$ cat src/rtl/mdrop_pkg.sv
package mdrop_pkg;
    typedef enum logic [1:0] {
        POL_ALL   = 2'b00,
        POL_ADDR  = 2'b01,
        POL_MATCH = 2'b10,
        POL_DATA  = 2'b11
    } policy_e;
endpackage

$ cat src/rtl/mdrop_addr_cmp.sv
module mdrop_addr_cmp #(
    parameter int DATA_W = 8
) (
    input  logic [DATA_W-1:0] payload,
    input  logic [DATA_W-1:0] own_addr,
    output logic              hit
);
    logic [DATA_W-1:0] diff;
    for (genvar i = 0; i < DATA_W; i++) begin : g_bit
        assign diff[i] = payload[i] ^ own_addr[i];
    end
    assign hit = ~|diff;
endmodule

$ cat src/rtl/mdrop_policy.sv
module mdrop_policy
    import mdrop_pkg::*;
(
    input  logic    en,
    input  policy_e pol,
    input  logic    is_addr,
    input  logic    ferr,
    input  logic    hit,
    input  logic    match_q,
    input  logic    first_q,
    output logic    accept,
    output logic    flag_addr,
    output logic    flag_first,
    output logic    hw_mode
);
    always_comb begin
        accept     = 1'b1;
        flag_addr  = 1'b0;
        flag_first = 1'b0;
        hw_mode    = 1'b0;
        if (en) begin
            unique case (pol)
                POL_ALL: begin
                    accept    = 1'b1;
                    flag_addr = is_addr;
                end
                POL_ADDR: begin
                    accept    = is_addr;
                    flag_addr = is_addr;
                end
                POL_MATCH: begin
                    hw_mode    = 1'b1;
                    accept     = is_addr ? hit : (match_q && !ferr);
                    flag_addr  = is_addr;
                    flag_first = !is_addr && first_q;
                end
                POL_DATA: begin
                    hw_mode    = 1'b1;
                    accept     = !is_addr && match_q && !ferr;
                    flag_first = !is_addr && first_q;
                end
                default: accept = 1'b1;
            endcase
        end
    end
endmodule

$ cat src/rtl/mdrop_filter.sv
module mdrop_filter
    import mdrop_pkg::*;
#(
    parameter int DATA_W = 8
) (
    input  logic              clk,
    input  logic              rst_n,
    input  logic              filt_en,
    input  logic [1:0]        filt_mode,
    input  logic [DATA_W-1:0] node_addr,
    input  logic              rx_valid,
    input  logic [DATA_W-1:0] rx_data,
    input  logic              rx_is_addr,
    input  logic              rx_frame_err,
    input  logic              rd_strobe,
    output logic              irq_pulse,
    output logic [DATA_W-1:0] rx_byte,
    output logic              is_addr_flag,
    output logic              new_frame_flag,
    output logic              frame_match
);
    typedef struct packed {
        logic              irq;
        logic [DATA_W-1:0] data;
        logic              aflag;
        logic              nflag;
        logic              match;
        logic              first;
    } state_t;

    state_t st_d, st_q;
    logic hit, accept, flag_addr, flag_first, hw_mode;
    policy_e pol;

    assign pol = policy_e'(filt_mode);

    mdrop_addr_cmp #(.DATA_W(DATA_W)) u_cmp (
        .payload (rx_data),
        .own_addr(node_addr),
        .hit     (hit)
    );

    mdrop_policy u_pol (
        .en        (filt_en),
        .pol       (pol),
        .is_addr   (rx_is_addr),
        .ferr      (rx_frame_err),
        .hit       (hit),
        .match_q   (st_q.match),
        .first_q   (st_q.first),
        .accept    (accept),
        .flag_addr (flag_addr),
        .flag_first(flag_first),
        .hw_mode   (hw_mode)
    );

    always_comb begin
        st_d     = st_q;
        st_d.irq = rx_valid && accept;
        if (rx_valid && accept) begin
            st_d.data  = rx_data;
            st_d.aflag = flag_addr;
            st_d.nflag = flag_first;
        end else if (rd_strobe) begin
            st_d.aflag = 1'b0;
            st_d.nflag = 1'b0;
        end
        if (!filt_en) begin
            st_d.match = 1'b0;
            st_d.first = 1'b0;
        end else if (rx_valid && rx_is_addr) begin
            st_d.match = hit;
            st_d.first = hit;
        end else if (rx_valid && accept && hw_mode) begin
            st_d.first = 1'b0;
        end
    end

    always_ff @(posedge clk or negedge rst_n) begin
        if (!rst_n) st_q <= '0;
        else        st_q <= st_d;
    end

    assign irq_pulse      = st_q.irq;
    assign rx_byte        = st_q.data;
    assign is_addr_flag   = st_q.aflag;
    assign new_frame_flag = st_q.nflag;
    assign frame_match    = st_q.match;

    assert_irq_cause_R3: assert property (@(posedge clk) disable iff (!rst_n)
        !rx_valid |=> !irq_pulse);
    assert_drop_hold_R3: assert property (@(posedge clk) disable iff (!rst_n)
        !irq_pulse |-> $stable(rx_byte));
    assert_bypass_R2: assert property (@(posedge clk) disable iff (!rst_n)
        (rx_valid && !filt_en) |=> (irq_pulse && !is_addr_flag && !new_frame_flag));
    assert_match_clear_R2: assert property (@(posedge clk) disable iff (!rst_n)
        !filt_en |=> !frame_match);
    assert_data_drop_R5: assert property (@(posedge clk) disable iff (!rst_n)
        (rx_valid && filt_en && filt_mode == 2'b01 && !rx_is_addr) |=> !irq_pulse);
    assert_addr_drop_R8: assert property (@(posedge clk) disable iff (!rst_n)
        (rx_valid && filt_en && filt_mode == 2'b11 && rx_is_addr) |=> !irq_pulse);
    assert_ferr_drop_R9: assert property (@(posedge clk) disable iff (!rst_n)
        (rx_valid && filt_en && filt_mode[1] && !rx_is_addr && rx_frame_err) |=> !irq_pulse);
    assert_nomatch_drop_R7: assert property (@(posedge clk) disable iff (!rst_n)
        (rx_valid && filt_en && filt_mode[1] && !frame_match && !rx_is_addr) |=> !irq_pulse);
    assert_rd_clear_R11: assert property (@(posedge clk) disable iff (!rst_n)
        (rd_strobe && !rx_valid) |=> (!is_addr_flag && !new_frame_flag));
endmodule

$ cat config.mk
export PLATFORM = sky130hd
export DESIGN_NAME = mdrop_filter
export DESIGN_NICKNAME = d
export VERILOG_FILES = /design/src/rtl/mdrop_pkg.sv /design/src/rtl/mdrop_addr_cmp.sv /design/src/rtl/mdrop_policy.sv /design/src/rtl/mdrop_filter.sv
export SDC_FILE = /design/constraint.sdc
export NUM_CORES = 1
export LEC_CHECK = 0
export ABC_AREA = 1
export ABC_CLOCK_PERIOD_IN_PS = 1300
export BUFFER_PORTS_ARGS = -buffer_cell sky130_fd_sc_hd__buf_2
export CAP_MARGIN = 20
export CORE_MARGIN = 2
export CORE_UTILIZATION = 40
export CTS_CLUSTER_SIZE = 24
export DETAILED_ROUTE_END_ITERATION = 7
export GPL_TIMING_DRIVEN = 0
export PLACE_DENSITY = 0.72
export SYNTH_ARGS = -nofsm -noshare
export SYNTH_HDL_FRONTEND = slang
export SYNTH_SLANG_ARGS = --single-unit
$ cat constraint.sdc
create_clock -name clk -period 1.3 [get_ports clk]
set_clock_uncertainty 0.05 [all_clocks]
set_input_delay 0.195 -clock clk [delete_from_list [all_inputs] [get_ports clk]]
set_output_delay 0.195 -clock clk [all_outputs]
set_load 0.005 [all_outputs]
Word-level counts from Yosys, hierarchy flattened

Index checks and enable logic that the tools add are counted.

Flip-flop bits (word level): 13
Latch bits: 0
Memory bits (writable): 0
ROM bits: 0
Input bits: 25
Output and inout bits: 12
Logic and storage cells: 49
Memories: 0

Add/subtract/negate cells: 0
Multipliers: 0
Div/mod/pow operators: 0
$lt $le $gt $ge: 0
Eq/ne operators: 5
Shift-type cells: 0
Multiplexer cells: 15
Bitwise logic cells: 8
Reduce and logical (&&, ||, !) cells: 15

Operator list:

| kind                 | count |
|---|---|
| $mux W1              | 11 |
| $reduce_or A8 Y1     | 1 |
| $xor A1 B1 Y1        | 8 |
| $logic_and A1 B1 Y1  | 7 |
| $mux W2              | 3 |
| $eq A2 B2 Y1 const B | 2 |
| $pmux W1 S4          | 1 |
| $logic_not A1 Y1     | 3 |
| $ne A3 B1 Y1 const B | 1 |
| $reduce_or A3 Y1     | 1 |
| $eq A2 B1 Y1 const B | 1 |
| $logic_not A2 Y1     | 1 |
| $ne A2 B1 Y1 const B | 1 |
| $reduce_bool A2 Y1   | 1 |
| $reduce_or A2 Y1     | 1 |

Logic depth before layout (Yosys ltp)

Gate-level depths: netlist (run 1).

Word-level depth: 11
Mapped depth: 13
Depth with buffers taken out: 13

Hierarchy

Synthesis (run 1) repeated with hierarchy kept, for this count alone.

Cell total of the unflattened synthesis: 125
Area, all modules: 805.8 um2

Modules (own cells, without submodules):

| module         | times used | cells an instance | area an instance (um2) | seq. area each (um2) |
|---|---|---|---|---|
| mdrop_filter   | 1          | 64                | 571.8                  | 325.3 |
| mdrop_addr_cmp | 1          | 44                | 165.2                  | 0.0 |
| mdrop_policy   | 1          | 17                | 68.8                   | 0.0 |

Worst setup path after synthesis (run 1)

Ideal clock, no wire load.

Path type: in2reg
Start: in node_addr[4]
End: reg st_q, in the netlist rx_byte[0]
Library setup time: 117 ps
Arrival: 1,052 ps
Data required time: 1,133 ps
Path slack: 81 ps
Cell stages on the path: 11
Path buffers: 1
Cells stage by stage: xnor2_1 > nand2_1 > nor2_2 > nand2_1 > nand2_1 > nand2_1 > nand2_2 > nand2_4 > buf_6 > nand2_1 > o21ai_2

Cells in the longest elaborated chain, start to end: 7

Ends and longest elaborated chain:

| what                 | line                 | text |
|---|---|---|
| start, declared      | mdrop_filter.sv:10   | `input logic [DATA_W-1:0] node_addr,` |
| $xor A1 B1 Y1        | mdrop_addr_cmp.sv:10 | `assign diff[i] = payload[i] ^ own_addr[i];` |
| $reduce_or A8 Y1     | mdrop_addr_cmp.sv:12 | `assign hit = ~\|diff;` |
| $logic_not A1 Y1     | mdrop_addr_cmp.sv:12 |  |
| $mux W1              | mdrop_policy.sv:33   | `accept = is_addr ? hit : (match_q && !ferr);` |
| $pmux W1 S4          | mdrop_policy.sv:22   | `unique case (pol)` |
| $mux W1              | mdrop_policy.sv:21   | `if (en) begin` |
| $logic_and A1 B1 Y1  | mdrop_filter.sv:60   | `if (rx_valid && accept) begin` |
| end signal, assigned | mdrop_filter.sv:81   | `else st_q <= st_d;` |
| end, declared        | mdrop_filter.sv:31   | `state_t st_d, st_q;` |

No other way between the ends.
A chain may end at the register's enable or synchronous reset.

Worst setup path after layout (run 1)

Start: reg st_q, in the netlist frame_match
End: reg st_q, in the netlist rx_byte[0]

Cells in the longest elaborated chain, start to end: 5
Elaborated cells on any way between the ends: 7
Those cells by class: mux (3); reduce/logical (4)

Ends and longest elaborated chain:

| what                                                  | line |
|---|---|
| $logic_and A1 B1 Y1 (on tied branches)                | mdrop_policy.sv:33, mdrop_policy.sv:39 |
| $mux W1 / $logic_and A1 B1 Y1 (equally long branches) | mdrop_policy.sv:33, mdrop_policy.sv:39 |
| $pmux W1 S4 *                                         | mdrop_policy.sv:22 |
| $mux W1 *                                             | mdrop_policy.sv:21 |
| $logic_and A1 B1 Y1 *                                 | mdrop_filter.sv:60 |

Mark *: on every way between the ends. The rest lies on a longest branch, timed or not.

==> results of run 1 <==
-- synth_stat cells --
| cell type | instances |
|---|---|
| o21ai_0 | 3 |
| nand3_1 | 4 |
| nand2_4 | 1 |
| a41oi_1 | 1 |
| o31ai_1 | 1 |
| xnor2_1 | 5 |
| inv_2 | 4 |
| nand2_1 | 40 |
| nand4_1 | 1 |
| nor2_2 | 2 |
| a21oi_1 | 1 |
| buf_6 | 1 |
| o21ai_2 | 3 |
| nand2_2 | 1 |
| nor2_1 | 1 |
| dfrtp_1 | 13 |
| inv_1 | 9 |
-- area by class of cell --
| class | instances | area, µm² |
|---|---|---|
| clock buffer | 4 | 26.3 |
| inverter | 13 | 48.8 |
| multi-input combinational | 64 | 324 |
| sequential | 13 | 325 |
| timing repair buffer | 37 | 190 |
| fill | 181 | 742 |
| buffer | 1 | 11.3 |
| tap | 17 | 21.3 |
-- worst max-delay path: cells and delay by family (launching register included) --
family / cells / cell delay (ns)
AO/OA/AOI/OAI: 2 / 0.27
buffers and inverters: 1 / 0.15
flip-flops: 1 / 0.41
AND/OR/NAND/NOR: 3 / 0.26
-- per-stage QoR --
stage,area [µm²],cells,utilization (%),TNS (ns)
4_1_cts,940,149,55.6,0
2_1_floorplan,702,91,-,0
5_1_grt,947,149,56.1,0
6_report,947,149,56.1,0
3_3_place_gp,903,144,53.5,-1.04
3_5_place_dp,903,144,53.5,-1.34
-- layout by cell type, fill, tap and decap left out --
master,netlist,final
a21oi_1,1,1
a41oi_2,0,1
buf_2,0,36
buf_6,1,1
clkbuf_1,0,1
clkbuf_4,0,3
dfrtp_1,13,13
dlygate4sd3_1,0,1
inv_1,9,9
inv_2,4,4
nand2_1,40,40
nand2_2,1,1
nand2_4,1,1
nand3_1,4,4
nand4_1,1,1
nor2_1,1,1
nor2_2,2,2
o21ai_0,3,3
o21ai_2,3,3
o31ai_1,1,1
xnor2_1,5,5
-- state kept, by name, indices dropped and copies added (netlist names) --
register	count
rx_byte	8
is_addr_flag	1
new_frame_flag	1
st_q	1
irq_pulse	1
frame_match	1
-- metal layers --
metal	up-vias	wire length, µm
li1	363	-
met1	306	657
met2	24	748
met3	4	98
met4	0	17
met5	-	0
-- cell families (layout without fill, tap and decap cells) --
group	after synthesis	count (layout)
AOI/OAI and AO/OA	9	9
and+or+nand+nor	50	50
xor gates and xnor gates	5	5
DFF	13	13
buffers and inverters	14	55
-- path summary, 6_finish.rpt --
kind                                  start        endpoint  depth (start not counted)
worst max-delay path            frame_match      rx_byte[0]                          6
worst min-delay path             rx_data[2]      rx_byte[2]                          3
max in group asynchronous             rst_n      rx_byte[1]                          2
min in group asynchronous             rst_n  new_frame_flag                          2
worst min register to register   rx_byte[1]      rx_byte[1]                          2
worst max register to register  frame_match      rx_byte[0]                          6
-- power by group through the flow --
stage / combinational, mW / sequential [mW] / clock [mW]
2_1_floorplan: 0.102 / 0.471 / 0
3_3_place_gp: 0.208 / 0.467 / 0
3_5_place_dp: 0.215 / 0.466 / 0
4_1_cts: 0.217 / 0.460 / 0.256
5_1_grt: 0.245 / 0.466 / 0.275
6_report: 0.215 / 0.460 / 0.246
-- timing repair --
action | 4_1_cts | 5_1_grt
hold buffers | 1 | 0
hold endpoints to repair | 13 | 0
resized for setup | 0 | 1
endpoints found under the setup margin | 0 | 7
==> run metrics, run 1 <==
H-tree depth=1; Switching Fraction=28.1%; post-synthesis area per instance=approximately 7.7 µm²; crit-path max cell delay=0.41 ns; Clock transition at path regs=around 0.080 ns; Mapped Cells=91; Initial Utilization=about two fifths; Fin. Hold Viols=0; setup ws final=slightly above 0.09 ns; P&R area growth vs syn=34.9%; number of port buffers=36; number of CTS-inserted buffers=3; # diodes=0; die height=between 40 and 50 µm; number of global-route vias before repair=609; status=finished, final reports clean; max-cap violation count=0; Slew Limit Fails=0; RSZ-0062 raised after global routing=no; Syn Nets=116; DPL Wire Length=between 1 and 1.5 mm; fin crit share=between 90 and 100%; CTS tree=done; largest net degree at the start of global routing=14; post-synth top area share=a little under half; Tightest Pin Transition=between 0.2 and 0.3 ns; All-Layer GR Usage=16.3%; met2 Track Usage GR=25.6%; Hold Path Class=input port to register; worst relative slew slack=80.6%; pre-CTS setup slack=-0.163 ns; Worst VDD drop=roughly 0.64 mV; Compound-Gate Fraction of Synth Area=around 8.9%; First DRT Iteration DRCs=8; post-synthesis xor/xnor area fraction=approximately 6.2%; total grt overflow=0; Cell Area, Synth=between 700 and 800 µm²; # DRC=0; Psw=0.259 mW; io pins=37; WP data arrival=1.36 ns; Core Footprint=between 1500 and 2000 µm²; met3 usage=around 4.8%; Power Total=about 0.92 mW; multiplexer share of the synthesized area=0%; top cells by area in the synthesized netlist=dfrtp_1 (46%), nand2_1 (21%), xnor2_1 (6.2%), inv_1 (4.8%), o21ai_2 (3.7%); Synth cell types=17; CP max FO=10; R2R setup slack=just over 0.09 ns; critical path class=register to register; Yosys warnings=0; Rows=15; Die ar.=about 2100 µm²; Post-Synth Simple-Gate Area=~30%; leak pwr=0.560 nW; Clk pwr share=roughly 27%; Nets=158; worst-path cell chain=a41oi_2 > nand2_2 > nand2_4 > buf_6 > nand2_1 > o21ai_2; Top Usage Layer GRT=met2; antenna-violating nets left=0; largest family of logic cells by synthesized area=simple AND/OR/NAND/NOR gates; Pwr Density=a little under 1000 nW/µm²; CP Capture Type=register; total routed wirelength=between 1.5 and 2 mm; layout cells sized above 1=between 30% and 40%; worst endpoint required time=roughly 1.5 ns; Final setup viols=0; Yosys reg bits=13; min Tclk post-route=1.21 ns; drt pass-1 iters=3; Seq/Total Area, Yosys=between 40% and 50%; average routed wire per standard cell=between 10 and 15 µm; setup repair bufs after CTS=0; Adder-Cell Fraction of Synth Area=0%; Int Pwr=roughly 0.66 mW; Chip Width=about 46 µm; Via Count=about 700; Via density=approximately 4.7; Flop pwr share=roughly half; GP Congestion=0.727; CP max-delay cell=dfrtp_1; CTS root buffer=clkbuf_4; Max clock buf depth=2; M1 GR Usage=roughly a fifth; Gate power share=roughly a quarter; achievable frequency=0.828 GHz; largest area contributor in the netlist=dfrtp_1; Startpoint Class=register; Clock Latency Late Sink=~0.27 ns; hold_ws=roughly 0.085 ns; initial antenna violation count=0; Clock Sinks=13; global-route wire length before repair=~2.4 mm
No activity file was read; power rests on OpenSTA's default activity.
==> inputs of run 2 (changes only) <==
- PLACE_DENSITY: 0.72 -> 0.7
- SYNTH_HIERARCHICAL: unset -> 1
==> run 2 against run 1 <==
- sequential share of layout area is 5.4 points lower
- clock-buffer cell count unchanged
- worst setup slack worse by 0.051 ns
- clock power up 2%
- synthesized cell count rose by 37%
- global-route usage down 1.2 points
- synthesized area up 15%
- combinational power increased by 26%
- hold slack better by 0.010 ns
- total power increased by 6.3%
- largest cell class is now multi-input gates
==> run metrics, run 2 <==
status=finished, final reports clean; Via density=4.34 (-7.3%); leak pwr=0.724 nW (+29%); CP max-delay cell=dfrtp_1; number of port buffers=36 (unchanged); crit-path max cell delay=0.39 ns (-0.02 ns); Core Footprint=1920 µm² (+14%); io pins=37 (unchanged); First DRT Iteration DRCs=12 (+4); die height=48.9 µm (+6.5%); Switching Fraction=28.3% (+0.24 points); largest area contributor in the netlist=dfrtp_1; Psw=0.277 mW (+7.2%); Final setup viols=0 (unchanged); DPL Wire Length=1.26 mm (+3.0%); RSZ-0062 raised after global routing=yes; Slew Limit Fails=0 (unchanged); critical path class=register to register; Fin. Hold Viols=0 (unchanged); CTS tree=done; Yosys warnings=6 (+6); top cells by area in the synthesized netlist=dfrtp_1 (40%), nand2_1 (26%), inv_1 (8.9%), buf_4 (8.4%), nor2_1 (7.0%); Filler cells=200 (+10%); count leader, synth=nand2_1; Pwr Density=871 nW/µm² (-10%); pre-CTS setup slack=-0.213 ns (-0.0501 ns); CP bufs+invs=3 (+2); total grt overflow=0 (unchanged); hold-critical path depth=3 (unchanged); Clock Latency Late Sink=0.27 ns (about the same); fin crit share=96.8% (+3.9 points); Multi-input gate area=360 µm² (+11%); WP data arrival=1.38 ns (+0.02 ns); Nets=195 (+23%); prevailing post-synth register cell=dfrtp_1; min Tclk post-route=1.26 ns (+0.0506 ns); fraction of registers with async set/reset=100% (unchanged); setup ws final=0.0415 ns (-0.0506 ns); register area=325 µm² (unchanged); R2R setup slack=0.04 ns (-0.05 ns); Via Count=850 (+22%); Initial Utilization=41.9% (+0.37 points); hold path startpoint=rx_data[7]; initial antenna violation count=0 (unchanged); layout cells sized above 1=39.6% (+0.25 points); EDFF count, synth=0 (unchanged); P&R area growth vs syn=39.4%; antenna-violating nets left=0 (unchanged); Die ar.=2390 µm² (+13%); H-tree depth=1 (unchanged); largest net degree at the start of global routing=14 (unchanged); worst endpoint required time=1.42 ns (-0.03 ns); Startpoint Class=register; Critical R2R Launch=frame_match; Cell Area, Synth=806 µm² (+15%); Int Pwr=0.701 mW (+6.0%); drt pass-1 iters=4 (+1); Syn Nets=150 (+29%); Seq/Total Area, Yosys=40.4% (-6.0 points); GP Congestion=0.728 (+0.18%); Hold Path Class=input port to register; number of CTS-inserted buffers=3 (unchanged); Worst VDD drop=0.437 mV (-32%); worst-path cell chain=inv_1 > nor2_1 > nand2_1 > nand4_1 > nand2_2 > inv_2 > buf_6 > nand2_1 > nand2_1; CP max FO=5 (-5); worst relative slew slack=80.3% (-0.33 points); final non-filler cell total=196 (+32%); path depth of the worst reg2reg path=9 (+3); worst r2r dst=rx_byte[5]; number of global-route vias before repair=748 (+23%); Max clock buf depth=2 (unchanged); commonest non-fill, non-tap cell in the layout=nand2_1; Rows=16 (+1); Flop pwr share=46.7% (-3.2 points); family with the most delay on the worst path=simple AND/OR/NAND/NOR gates; placed cell count=188 (+31%); average routed wire per standard cell=9.40 µm (-8.0%); post-synth top area share=40.4% (-6.0 points); max-cap violation count=0 (unchanged); most frequent cells in the layout=nand2_1 (49), buf_2 (36), inv_1 (19); CTS root buffer=clkbuf_4; synth cell count leaders=nand2_1 (55), inv_1 (19), nor2_1 (15), dfrtp_1 (13), buf_4 (9); # diodes=0 (unchanged); CP Capture Type=register; Clock Sinks=13 (unchanged); Clk pwr share=25.6% (-1.2 points); total routed wirelength=1.84 mm (+21%); Tightest Pin Transition=0.295 ns (+0.00498 ns); # DRC=0 (unchanged); max FFs per register=8 (unchanged); All-Layer GR Usage=15.1% (-1.2 points); Mapped Cells=125 (+37%); Hold Crit Endpoint=rx_byte[7]; Chip Width=48.9 µm (+6.5%); most frequent CP cell=nand2_1; global-route wire length before repair=2.82 mm (+17%); Synth cell types=12 (-5); Yosys reg bits=13 (unchanged); post-synthesis area per instance=6.45 µm² (-16%); Power Total=0.979 mW (+6.3%); Clock transition at path regs=0.08 ns (about the same); Gate power share=27.7% (+4.4 points); achievable frequency=0.795 GHz (-4.0%)
[run 2: cell count changes after synthesis, moves of 3 or more]
cell,delta
xnor2_1,-5
buf_4,+9
nor2_1,+14
o21ai_2,-3
inv_1,+10
nand2_1,+15
[run 2: final cells by class]
cell class / count / share of cell area (%)
inverter: 21 / 7.02
clock buffer: 4 / 2.34
buffer: 10 / 7.35
timing repair buffer: 40 / 19.3
sequential: 13 / 29.0
multi-input combinational: 81 / 32.1
tap: 27 / 3.01
[run 2: what timing repair did]
action	in CTS	in global routing
hold buffers	1	0
buffers inserted	0	1
setup endpoints to repair	0	11
hold endpoints to repair	13	0
resized for setup	0	17
[run 2: kinds of logic (layout without fill, tap and decap cells)]
kind of cell    count (synthesis)  after routing  share of synthesized area (%)
compound gates                  2              2                           1.24
buf+inv                        31             75                           19.6
flops                          13             13                           40.4
simple gates                   79             79                           38.8
[run 2: stage by stage]
| stage | util, % | TNS, ns | instance area [µm²] | hold WS (ns) |
|---|---|---|---|---|
| global placement | 53.1 | -1.92 | 1020 | 0.0430 |
| floorplan | - | 0 | 806 | -0.151 |
| CTS | 54.9 | 0 | 1060 | 0.0843 |
| finish | 58.5 | 0 | 1120 | 0.0951 |
| detailed placement | 53.1 | -2.09 | 1020 | 0.0473 |
| global route | 58.5 | -0.794 | 1120 | 0.0957 |
[run 2: worst max-delay path by stage]
stage | end | from | cells past startpoint | slack, ns
detailed placement | is_addr_flag | node_addr[1] | 12 | -0.21
global placement | is_addr_flag | node_addr[1] | 12 | -0.19
finish | rx_byte[5] | frame_match | 9 | 0.04
CTS | is_addr_flag | node_addr[1] | 12 | 0.01
global route | rx_byte[0] | node_addr[1] | 13 | -0.09
floorplan | is_addr_flag | node_addr[1] | 11 | 0.07
[run 2: routing by layer]
metal | wire, µm | up-vias | track usage [%]
li1 | - | 446 | -
met1 | 821 | 373 | 17.5
met2 | 901 | 27 | 26.5
met3 | 95 | 4 | 3.07
met4 | 23 | 0 | 7.14
met5 | 0 | - | 0
[run 2: tightest hold or removal path, stage by stage]
cell,delay (ns)
buf_2,0.10
nand2_1,0.05
nand2_1,0.05
[run 2: power by group through the flow]
stage / sequential (mW) / combinational (mW) / clock [mW]
6_report: 0.457 / 0.271 / 0.250
5_1_grt: 0.462 / 0.305 / 0.280
4_1_cts: 0.457 / 0.251 / 0.265
3_5_place_dp: 0.464 / 0.247 / 0
3_3_place_gp: 0.465 / 0.240 / 0
2_1_floorplan: 0.462 / 0.139 / 0
